===== config.mk =====
export PLATFORM = sky130hd
export DESIGN_NAME = banked_regfile
export DESIGN_NICKNAME = d
export VERILOG_FILES = /design/src/rtl/bankreg_pkg.sv /design/src/rtl/bankreg_ctrl.sv /design/src/rtl/bankreg_dp.sv /design/src/rtl/banked_regfile.sv
export SDC_FILE = /design/constraint.sdc
export NUM_CORES = 1
export LEC_CHECK = 0
export BUFFER_PORTS_ARGS = -buffer_cell sky130_fd_sc_hd__buf_2
export CORE_MARGIN = 2
export CORE_UTILIZATION = 65
export CTS_CLUSTER_DIAMETER = 150
export DETAILED_ROUTE_END_ITERATION = 10
export PLACE_DENSITY_LB_ADDON = 0.05
export SYNTH_ARGS = -nofsm -noshare
export SYNTH_HDL_FRONTEND = slang
export SYNTH_SLANG_ARGS = --single-unit

===== constraint.sdc =====
create_clock -name clk -period 3.7 [get_ports clk]
set_clock_uncertainty 0.05 [all_clocks]
set_input_delay 0.74 -clock clk [delete_from_list [all_inputs] [get_ports clk]]
set_output_delay 0.74 -clock clk [all_outputs]
set_load 0.01 [all_outputs]

===== src/rtl/bankreg_pkg.sv =====
package bankreg_pkg;
  localparam int DATA_W     = 8;
  localparam int REG_ADDR_W = 2;
  localparam int NUM_BANKS  = 2;
  localparam int BANK_W     = (NUM_BANKS > 1) ? $clog2(NUM_BANKS) : 1;
  localparam int NUM_ARCH   = 1 << REG_ADDR_W;
  localparam int PHYS_REGS  = 1 + (NUM_ARCH - 1) * NUM_BANKS;
  localparam int PHYS_IDX_W = $clog2(PHYS_REGS);

  typedef logic [PHYS_IDX_W-1:0] physIdx_t;

  // strobes from the decode (control) to the storage (datapath)
  typedef struct packed {
    logic [PHYS_REGS-1:0] wrHot;
    physIdx_t             rdIdxA;
    physIdx_t             rdIdxB;
  } regStrobe_t;

  // register number 0 is shared; others are laid out bank-interleaved
  function automatic physIdx_t mapPhys(input logic [REG_ADDR_W-1:0] addr,
                                       input logic [BANK_W-1:0] bank);
    int idx;
    if (addr == '0) idx = 0;
    else idx = 1 + (int'(addr) - 1) * NUM_BANKS + int'(bank);
    return physIdx_t'(idx);
  endfunction
endpackage


===== src/rtl/bankreg_ctrl.sv =====
module bankreg_ctrl
  import bankreg_pkg::*;
(
  input  logic                  bankSel,
  input  logic [REG_ADDR_W-1:0] rdAddrA,
  input  logic [REG_ADDR_W-1:0] rdAddrB,
  input  logic                  wrEn,
  input  logic [REG_ADDR_W-1:0] wrAddr,
  output regStrobe_t            strobe
);
  physIdx_t wrIdx;

  always_comb begin
    wrIdx         = mapPhys(wrAddr, BANK_W'(bankSel));
    strobe.rdIdxA = mapPhys(rdAddrA, BANK_W'(bankSel));
    strobe.rdIdxB = mapPhys(rdAddrB, BANK_W'(bankSel));
  end

  generate
    for (genvar i = 0; i < PHYS_REGS; i++) begin : g_wrDec
      assign strobe.wrHot[i] = wrEn && (wrIdx == physIdx_t'(i));
    end
  endgenerate
endmodule


===== src/rtl/bankreg_dp.sv =====
module bankreg_dp
  import bankreg_pkg::*;
(
  input  logic              clk,
  input  logic              rst,
  input  regStrobe_t        strobe,
  input  logic [DATA_W-1:0] wrData,
  output logic [DATA_W-1:0] rdDataA,
  output logic [DATA_W-1:0] rdDataB
);
  logic [PHYS_REGS*DATA_W-1:0] regFlat;

  generate
    for (genvar i = 0; i < PHYS_REGS; i++) begin : g_reg
      logic [DATA_W-1:0] q;
      always_ff @(posedge clk) begin
        if (rst) q <= '0;
        else if (strobe.wrHot[i]) q <= wrData;
      end
      assign regFlat[i*DATA_W +: DATA_W] = q;
    end
  endgenerate

  always_comb begin
    rdDataA = '0;
    rdDataB = '0;
    for (int i = 0; i < PHYS_REGS; i++) begin
      if (strobe.rdIdxA == physIdx_t'(i)) rdDataA = regFlat[i*DATA_W +: DATA_W];
      if (strobe.rdIdxB == physIdx_t'(i)) rdDataB = regFlat[i*DATA_W +: DATA_W];
    end
  end
endmodule


===== src/rtl/banked_regfile.sv =====
module banked_regfile
  import bankreg_pkg::*;
(
  input  logic                  clk,
  input  logic                  rst,
  input  logic                  bankSel,
  input  logic [REG_ADDR_W-1:0] rdAddrA,
  output logic [DATA_W-1:0]     rdDataA,
  input  logic [REG_ADDR_W-1:0] rdAddrB,
  output logic [DATA_W-1:0]     rdDataB,
  input  logic                  wrEn,
  input  logic [REG_ADDR_W-1:0] wrAddr,
  input  logic [DATA_W-1:0]     wrData
);
  regStrobe_t strobe;

  bankreg_ctrl u_ctrl (
    .bankSel(bankSel), .rdAddrA(rdAddrA), .rdAddrB(rdAddrB),
    .wrEn(wrEn), .wrAddr(wrAddr), .strobe(strobe)
  );

  bankreg_dp u_dp (
    .clk(clk), .rst(rst), .strobe(strobe), .wrData(wrData),
    .rdDataA(rdDataA), .rdDataB(rdDataB)
  );
endmodule


==> results of run 1 <==
==> worst max-delay path, cell delays in order <==
cell	delay, ns
buf_2	0.07
inv_1	0.07
ha_1	0.35
xor2_1	0.16
buf_4	0.19
nor2_1	0.15
buf_4	0.16
a211oi_1	0.05
o32a_1	0.34
o22ai_1	0.21
buf_2	0.18
==> synth_stat cells, types with 3 or more instances <==
library cell / number / area, µm²
a31oi_1: 14 / 87.58
nor2b_1: 4 / 25.02
o21a_1: 3 / 22.52
a22oi_1: 10 / 75.07
a32oi_1: 3 / 26.28
nand3_1: 21 / 105.1
nor3_1: 7 / 35.03
inv_1: 9 / 33.78
nand2_1: 39 / 146.4
a211o_1: 5 / 43.79
a22o_1: 4 / 35.03
ha_1: 9 / 112.6
nor3_4: 3 / 48.80
a311oi_1: 4 / 35.03
o21ai_0: 7 / 35.03
buf_2: 9 / 45.04
nor2_1: 65 / 244.0
a2bb2oi_1: 7 / 61.31
mux2i_1: 49 / 490.5
a21oi_1: 31 / 155.2
nand2b_1: 8 / 50.05
o22ai_1: 13 / 81.33
mux2_2: 5 / 56.30
and3_1: 7 / 43.79
a221o_1: 4 / 40.04
clkbuf_1: 24 / 90.09
a221oi_1: 5 / 43.79
o221ai_1: 7 / 61.31
a211oi_1: 6 / 45.04
dfxtp_1: 56 / 1121
==> power by group through the flow <==
stage                     combinational, µW  clock [µW]  sequential [µW]
final                                   496         348              636
after CTS                               480         346              635
after detailed placement                477           0              649
after global routing                    531         372              637
after global placement                  465           0              649
after floorplan                         324           0              641
==> cell usage in the layout (no fill, tap or decap), drive strengths merged, types with 4 or more instances in the layout <==
master,Yosys,routed
dfxtp,56,56
a22o,4,4
mux2i,49,49
nor3,11,11
nand3,21,21
ha,9,9
a211oi,6,6
nand2,40,40
inv,9,10
a211o,5,5
buf,13,58
o221ai,7,7
a21oi,31,31
and3,7,7
clkbuf,24,5
nor2b,4,4
o21ai,7,7
nand2b,8,8
a31oi,14,14
a311oi,4,4
mux2,5,5
nor2,66,66
a22oi,10,10
a2bb2oi,7,7
o22ai,13,13
a221oi,5,5
a221o,4,4
==> final cells by class <==
| class | instances | area, µm² | share of cell area (%) |
|---|---|---|---|
| clock inverters | 3 | 21.27 | 0.5075 |
| well taps | 72 | 90.09 | 2.149 |
| flip-flops and latches | 56 | 1121 | 26.75 |
| clock buffers | 5 | 68.82 | 1.642 |
| repair buffers | 58 | 365.4 | 8.716 |
| multi-input cells | 369 | 2491 | 59.43 |
| inverters | 9 | 33.78 | 0.8060 |
==> per-layer routing <==
metal / GRT usage, % / up-vias
met2: 65.00 / 320
met1: 50.14 / 1871
met4: 20.17 / 0
met3: 5.169 / 79
met5: 0 / -
li1: - / 1801
==> worst paths after layout <==
kind | to | slack [ns] | start | cells after the start
setup reg to reg | u_dp.g_reg[0].q[7] | 2.88 | u_dp.g_reg[0].q[7] | 2
hold reg to reg | u_dp.g_reg[2].q[2] | 0.45 | u_dp.g_reg[2].q[2] | 2
setup / recovery | rdDataA[0] | 0.23 | rdAddrA[0] | 11
hold / removal | u_dp.g_reg[2].q[2] | 0.45 | u_dp.g_reg[2].q[2] | 2
==> stage by stage <==
stage	cells	utilization, %	worst slack [ns]	hold WS (ns)
after global placement	564	73.58	0.3364	0.4183
after floorplan	471	-	0.6469	0.4044
final	572	75.20	0.2251	0.4506
after CTS	572	75.20	0.2521	0.4547
after detailed placement	564	73.58	0.3016	0.4302
after global routing	572	75.20	0.1528	0.4706
==> logic make-up (layout without fill, tap and decap cells) <==
logic type | Yosys count | after routing
and+or+nand+nor | 167 | 167
AOI/OAI and AO/OA | 134 | 134
DFF | 56 | 56
muxes | 54 | 54
buffers and inverters | 46 | 75
adders and majority gates | 9 | 9
xor gates and xnor gates | 5 | 5
==> results_dict.tcl, run 1 <==
set metrics [dict create \
    status "finished clean" \
    antenna_found_initial 0 \
    area_delta_synth_final_pct 10.09 \
    pwr-share-clk_pct 23.5 \
    nets 526 \
    pwr-share-comb_pct 33.5 \
    crit_required_ns 2.91 \
    synth-simple-area-share_pct 21.36 \
    power_uw 1480 \
    vias 4071 \
    p_switching_uw 530.3 \
    largest_register "u_dp.g.q" \
    insertion_delay_ns 0.31 \
    wl_per_cell_um 21.52 \
    synth_top_family_by_area "compound AO/OA/AOI/OAI gates" \
    cts_tree "built" \
    synth-edff-count 0 \
    synth-seq-cells 56 \
    synth.distinct_cells 56 \
    synthXorXnorAreaFrac_pct 1.643 \
    met3_length_um 1148 \
    worstSetupPathType "in2out" \
    die_y_um 80.54 \
    seq_power_share_pct 43.0 \
    synthMuxAreaShare_pct 14.36 \
    tightest_slew_ns 0.9785 \
    n_fill_cell 469 \
    largest_reg_flops 56 \
    wl_met1_um 4755 \
    syn_area_um2 3807 \
    ir_drop_uv 233.6 \
    highest_layer "met4" \
    overflow 0 \
    drc_errors 0 \
    pin_count 34 \
    grt_pass1_vias 3726 \
    placed_cell_area_um2 4101 \
    critPathLaunchType "input port" \
    dr.pass1.iters 7 \
    hold_path.class "reg2reg" \
    drv_slew 0 \
    vias_per_cell 7.117 \
    tns_ns 0 \
    clk_pin_slew_worst_paths_ns 0.10 \
    globalplace.congestion 1.012 \
    clock-sinks 56 \
    netlist_instances 471 \
    rsz0062_at_grt "false" \
    top_regs "u_dp.g.q: 56 flops" \
    dieArea_um2 6486 \
    setup_viol 0 \
    ant_nets 0 \
    finalInstanceArea_um2 4192 \
    cts_setup_buffers 0 \
    n_antenna_cell 0 \
    grt_max_degree 57 \
    wl_met2_um 5599 \
    synth-compound-area-share_pct 24.91 \
    period_share_pct 93.92 \
    dieWidth_um 80.54 \
    coreArea_um2 5574 \
    synthArstFlopShare_pct 0 \
    syn_nets 498 \
    cts_resized 0 \
    start_util_pct 68.31 \
    numCtsBuffers 5 \
    worstPathArrival_ns 2.68 \
    clockRootBuffer "clkbuf_8" \
    p_leak_uw 0.001681 \
    drv_cap 0 \
    grt_pass1_wl_um 19470 \
    postSynthAreaPerCell_um2 8.084 \
    fmax_ghz 0.2878 \
    cts_max_path_buffers 2 \
    drtIter0Drc 684 \
    path_max_fanout 13 \
    hold_viol_final 0 \
    htreeDepth 2 \
    num_rows 27 \
    end_kind "output pin" \
    drt_wl_total_um 12310 \
    synth-main-ff-cell "dfxtp_1" \
    period_needed_ns 3.475 \
    p_int_uw 949.4 \
    track_usage_pct 39.41 \
    synth_seq_area_share_pct 29.44 \
    slew_headroom_pct 34.77 \
    swShare_pct 35.84 \
    synthAdderAreaFrac_pct 2.958 \
    synth_warnings 0 \
    powerDensity_nw_per_um2 353.0 \
    drive_gt1_share_pct 17.00 \
    cts_hold_buf 0 \
    port_buffers 33 \
    place_hpwl_um 8968 \
]
Note: power is estimated with default switching activity, not from simulation.
==> inputs of run 2 (changes only) <==
Settings changed: BUFFER_PORTS_ARGS -buffer_cell sky130_fd_sc_hd__buf_2 to unset, DONT_BUFFER_PORTS set to 1.
==> results_dict.tcl, run 2 (synthesized netlist as in run 1, its figures left out) <==
set metrics [dict create \
    globalplace.congestion 0.9975 \
    num_rows 27 \
    hold_path.class "in2reg" \
    p_leak_uw 0.001491 \
    slowest_delay_ns 0.63 \
    drv_cap 0 \
    tightest_slew_ns 0.7476 \
    overflow 0 \
    cts_setup_buffers 0 \
    die_y_um 80.54 \
    timing.rr.end "u_dp.g_reg[0].q[6]" \
    path_cells "inv_1 -> ha_1 -> xnor2_2 -> nor2_1 -> a31oi_1 -> o221a_2 -> o2bb2ai_1" \
    insertion_delay_ns 0.31 \
    drive_gt1_share_pct 9.389 \
    drtIter0Drc 509 \
    end_kind "output pin" \
    largest_register "u_dp.g.q" \
    reg2regPathDepth 2 \
    worstReg2RegStart "u_dp.g_reg[0].q[6]" \
    cts_max_path_buffers 2 \
    path_max_fanout 12 \
    track_usage_pct 35.87 \
    clockRootBuffer "clkbuf_8" \
    n_fill_cell 477 \
    drv_slew 0 \
    fmax_ghz 0.2884 \
    place_hpwl_um 8352 \
    htreeDepth 2 \
    numCtsBuffers 5 \
    period_needed_ns 3.468 \
    critPathTopFamily "compound AO/OA/AOI/OAI gates" \
    dr.pass1.iters 6 \
    area_delta_synth_final_pct 3.944 \
    period_share_pct 93.73 \
    fin_cells 530 \
    hold_end "u_dp.g_reg[2].q[1]" \
    dp_cells 523 \
    grt_max_degree 58 \
    cts_tree "built" \
    setup_viol 0 \
    wl_per_cell_um 21.54 \
    powerDensity_nw_per_um2 349.6 \
    slew_headroom_pct 49.97 \
    ir_drop_uv 202.8 \
    port_buffers 0 \
    top_regs "u_dp.g.q: 56 flops" \
    dieWidth_um 80.54 \
    seq_area_um2 1121 \
    grt_pass1_vias 3450 \
    rsz0062_at_grt "false" \
    status "finished clean" \
    tns_ns 0 \
    cpMaxStageDelayCell "nor2_1" \
    crit_required_ns 2.91 \
    hold_depth 1 \
    start_util_pct 68.31 \
    grt_pass1_wl_um 17620 \
    startpoint "rdAddrB[0]" \
    n_antenna_cell 0 \
    drt_wl_total_um 11410 \
    worstPathArrival_ns 2.68 \
    cts_hold_buf 0 \
    cts_resized 0 \
    antenna_found_initial 0 \
    dieArea_um2 6486 \
    layout_commonest_cell "nor2_1" \
    ant_nets 0 \
    pin_count 34 \
    mostFrequentLayoutCells "nor2_1 (65), dfxtp_1 (56), mux2i_1 (49)" \
    vias_per_cell 7.100 \
    multi_input_area_um2 2491 \
    vias 3763 \
    largest_reg_flops 56 \
    drc_errors 0 \
    rrSetupSlack_ns 2.92 \
    hold_viol_final 0 \
    clock-sinks 56 \
    clk_pin_slew_worst_paths_ns 0.10 \
    worstSetupPathType "in2out" \
    nets 485 \
    critPathLaunchType "input port" \
    coreArea_um2 5574 \
    hold_path_startpoint "rst" \
    cp.buffers_inverters 1 \
]
run 2: how the worst max path moves through the flow:
| stage | endpoint | depth (start not counted) |
|---|---|---|
| floorplan | rdDataB[7] | 9 |
| finish | rdDataB[3] | 7 |
| CTS | rdDataB[7] | 7 |
| detailed placement | rdDataB[3] | 7 |
| global route | rdDataB[7] | 7 |
| global placement | rdDataB[7] | 8 |
run 2: final cells by class:
class / count / area share, %
Multi-Input combinational cell: 369 / 62.95
Timing Repair Buffer: 17 / 3.541
Sequential cell: 56 / 28.33
Clock buffer: 5 / 1.739
Tap cell: 72 / 2.276
Inverter: 9 / 0.8536
Clock inverter: 2 / 0.3162
run 2: per-stage QoR:
stage	utilization (%)	worst slack [ns]	hold slack [ns]	area (µm²)	total power, µW
3_3_place_gp	69.54	0.3742	0.4201	3876	1042
3_5_place_dp	69.54	0.2863	0.4305	3876	1051
5_1_grt	71.00	0.08783	0.4264	3958	1434
6_report	71.00	0.2322	0.4309	3958	1383
4_1_cts	71.00	0.2835	0.4350	3958	1369
2_1_floorplan	-	0.6469	0.4044	3807	965.7
run 2: layer usage:
layer / up-vias / share of wire [%] / global-route usage (%)
li1: 1714 / - / -
met1: 1722 / 40 / 43.68
met2: 262 / 45 / 59.17
met3: 65 / 9.6 / 7.191
met4: 0 / 6.0 / 19.32
met5: - / 0 / 0
run 2: power breakdown:
| part | internal, µW | total, µW | switching (µW) |
|---|---|---|---|
| sequential | 618 | 634 | 15.4 |
| combinational | 165 | 418 | 253 |
| clock | 129 | 332 | 203 |
==> inputs of run 3 (changes only) <==
Settings changed: PLACE_DENSITY set to 0.92, PLACE_DENSITY_LB_ADDON 0.05 to unset.
==> results_dict.tcl, run 3 (synthesized netlist as in run 1, its figures left out) <==
set metrics [dict create \
    dieWidth_um 80.54 \
    antenna_found_initial 0 \
    drive_gt1_share_pct 8.972 \
    n_antenna_cell 0 \
    drc_errors 1 \
    largest_reg_flops 56 \
    tightest_slew_ns 0.6993 \
    seq_area_um2 1121 \
    dp_cells 521 \
    cts_setup_buffers 0 \
    dieArea_um2 6486 \
    slowest_delay_ns 0.51 \
    grt_pass1_wl_um 18130 \
    end_kind "output pin" \
    rsz0062_at_grt "false" \
    period_needed_ns 3.441 \
    overflow 0 \
    hold_path.class "in2reg" \
    numCtsBuffers 5 \
    finalInstanceArea_um2 3938 \
    die_y_um 80.54 \
    place_hpwl_um 8226 \
    p_leak_uw 0.001477 \
    cts_tree "built" \
    worst_path_most_repeated_cell "o21ai_0" \
    coreArea_um2 5574 \
    cts_max_path_buffers 2 \
    clock-sinks 56 \
    failed_checks "DRC" \
    worstPathArrival_ns 2.65 \
    tns_ns 0 \
    vias 3799 \
    setup_viol 0 \
    pin_count 34 \
    critPathTopFamily "compound AO/OA/AOI/OAI gates" \
    htreeDepth 2 \
    ant_nets 0 \
    period_share_pct 92.99 \
    path_max_fanout 9 \
    mostFrequentLayoutCells "nor2_1 (65), dfxtp_1 (56), mux2i_1 (49)" \
    start_util_pct 68.31 \
    clockRootBuffer "clkbuf_8" \
    fin_cells 529 \
    drtIter0Drc 534 \
    wl_per_cell_um 21.31 \
    area_delta_synth_final_pct 3.418 \
    cts_hold_buf 0 \
    drt_wl_total_um 11270 \
    fmax_ghz 0.2906 \
    drv_cap 0 \
    status "complete, but fails checks" \
    largest_register "u_dp.g.q" \
    path_cells "inv_1 -> ha_1 -> xor2_1 -> nor2_1 -> o21ai_0 -> a221o_1 -> o21ai_0 -> buf_4" \
    slew_headroom_pct 53.38 \
    worstSetupPathType "in2out" \
    multi_input_area_um2 2491 \
    cp.buffers_inverters 2 \
    dr.pass1.iters 9 \
    drv_slew 0 \
    grt_max_degree 58 \
    power_uw 1390 \
    port_buffers 0 \
    hold_viol_final 0 \
    globalplace.congestion 1.025 \
    top_regs "u_dp.g.q: 56 flops" \
    layout_commonest_cell "nor2_1" \
    placed_cell_area_um2 3849 \
    crit_required_ns 2.91 \
    critPathLaunchType "input port" \
    n_fill_cell 472 \
    track_usage_pct 36.46 \
    insertion_delay_ns 0.32 \
    grt_pass1_vias 3664 \
    powerDensity_nw_per_um2 353.0 \
    nets 483 \
    cts_resized 0 \
    ir_drop_uv 223.8 \
    clk_pin_slew_worst_paths_ns 0.11 \
    vias_per_cell 7.181 \
    postLayoutCoreUtil_pct 70.64 \
    num_rows 27 \
    cpMaxStageDelayCell "nor2_1" \
]
[run 3: changes by cell type in the layout (fill, tap and decap cells not counted), sizes merged]
cell,delta
buf,-2
clkbuf,+1
[run 3: cell type report]
cell class,instances,share of cell area [%]
Inverter,9,0.8580
Sequential cell,56,28.47
Clock buffer,6,1.843
Multi-Input combinational cell,369,63.27
Clock inverter,2,0.4131
Tap cell,72,2.288
Timing Repair Buffer,15,2.860
[run 3: worst paths after layout]
kind	startpoint	to	slack (ns)	cells past startpoint
setup / recovery	rdAddrA[0]	rdDataA[1]	0.26	8
setup reg to reg	u_dp.g_reg[0].q[4]	u_dp.g_reg[0].q[4]	2.91	2
hold reg to reg	u_dp.g_reg[4].q[2]	u_dp.g_reg[4].q[2]	0.47	2
hold / removal	rst	u_dp.g_reg[0].q[3]	0.43	1
[run 3: per-layer routing]
metal	track usage, %	vias to the layer above	routed length [µm]
li1	-	1717	-
met1	43.13	1733	4180
met2	61.08	270	5202
met3	8.876	79	1196
met4	18.47	0	693
met5	0	-	0
[run 3: power breakdown]
part / internal, µW / switching, µW / total [µW]
registers: 618 / 16.5 / 635
clock network: 135 / 210 / 345
logic: 158 / 251 / 410
[run 3: worst reg2reg max path: cells and delay by family (launching register included)]
kind             cells  cell delay [ns]
flip-flops           1             0.47
AO/OA/AOI/OAI        1             0.14
AND/OR/NAND/NOR      1             0.08
[run 3: metrics by stage]
stage          setup WS [ns]  hold slack [ns]
3_5_place_dp          0.3632           0.4343
2_1_floorplan         0.6469           0.4044
3_3_place_gp          0.4429           0.4182
5_1_grt               0.1892           0.4199
6_report              0.2593           0.4257
4_1_cts               0.3590           0.4241
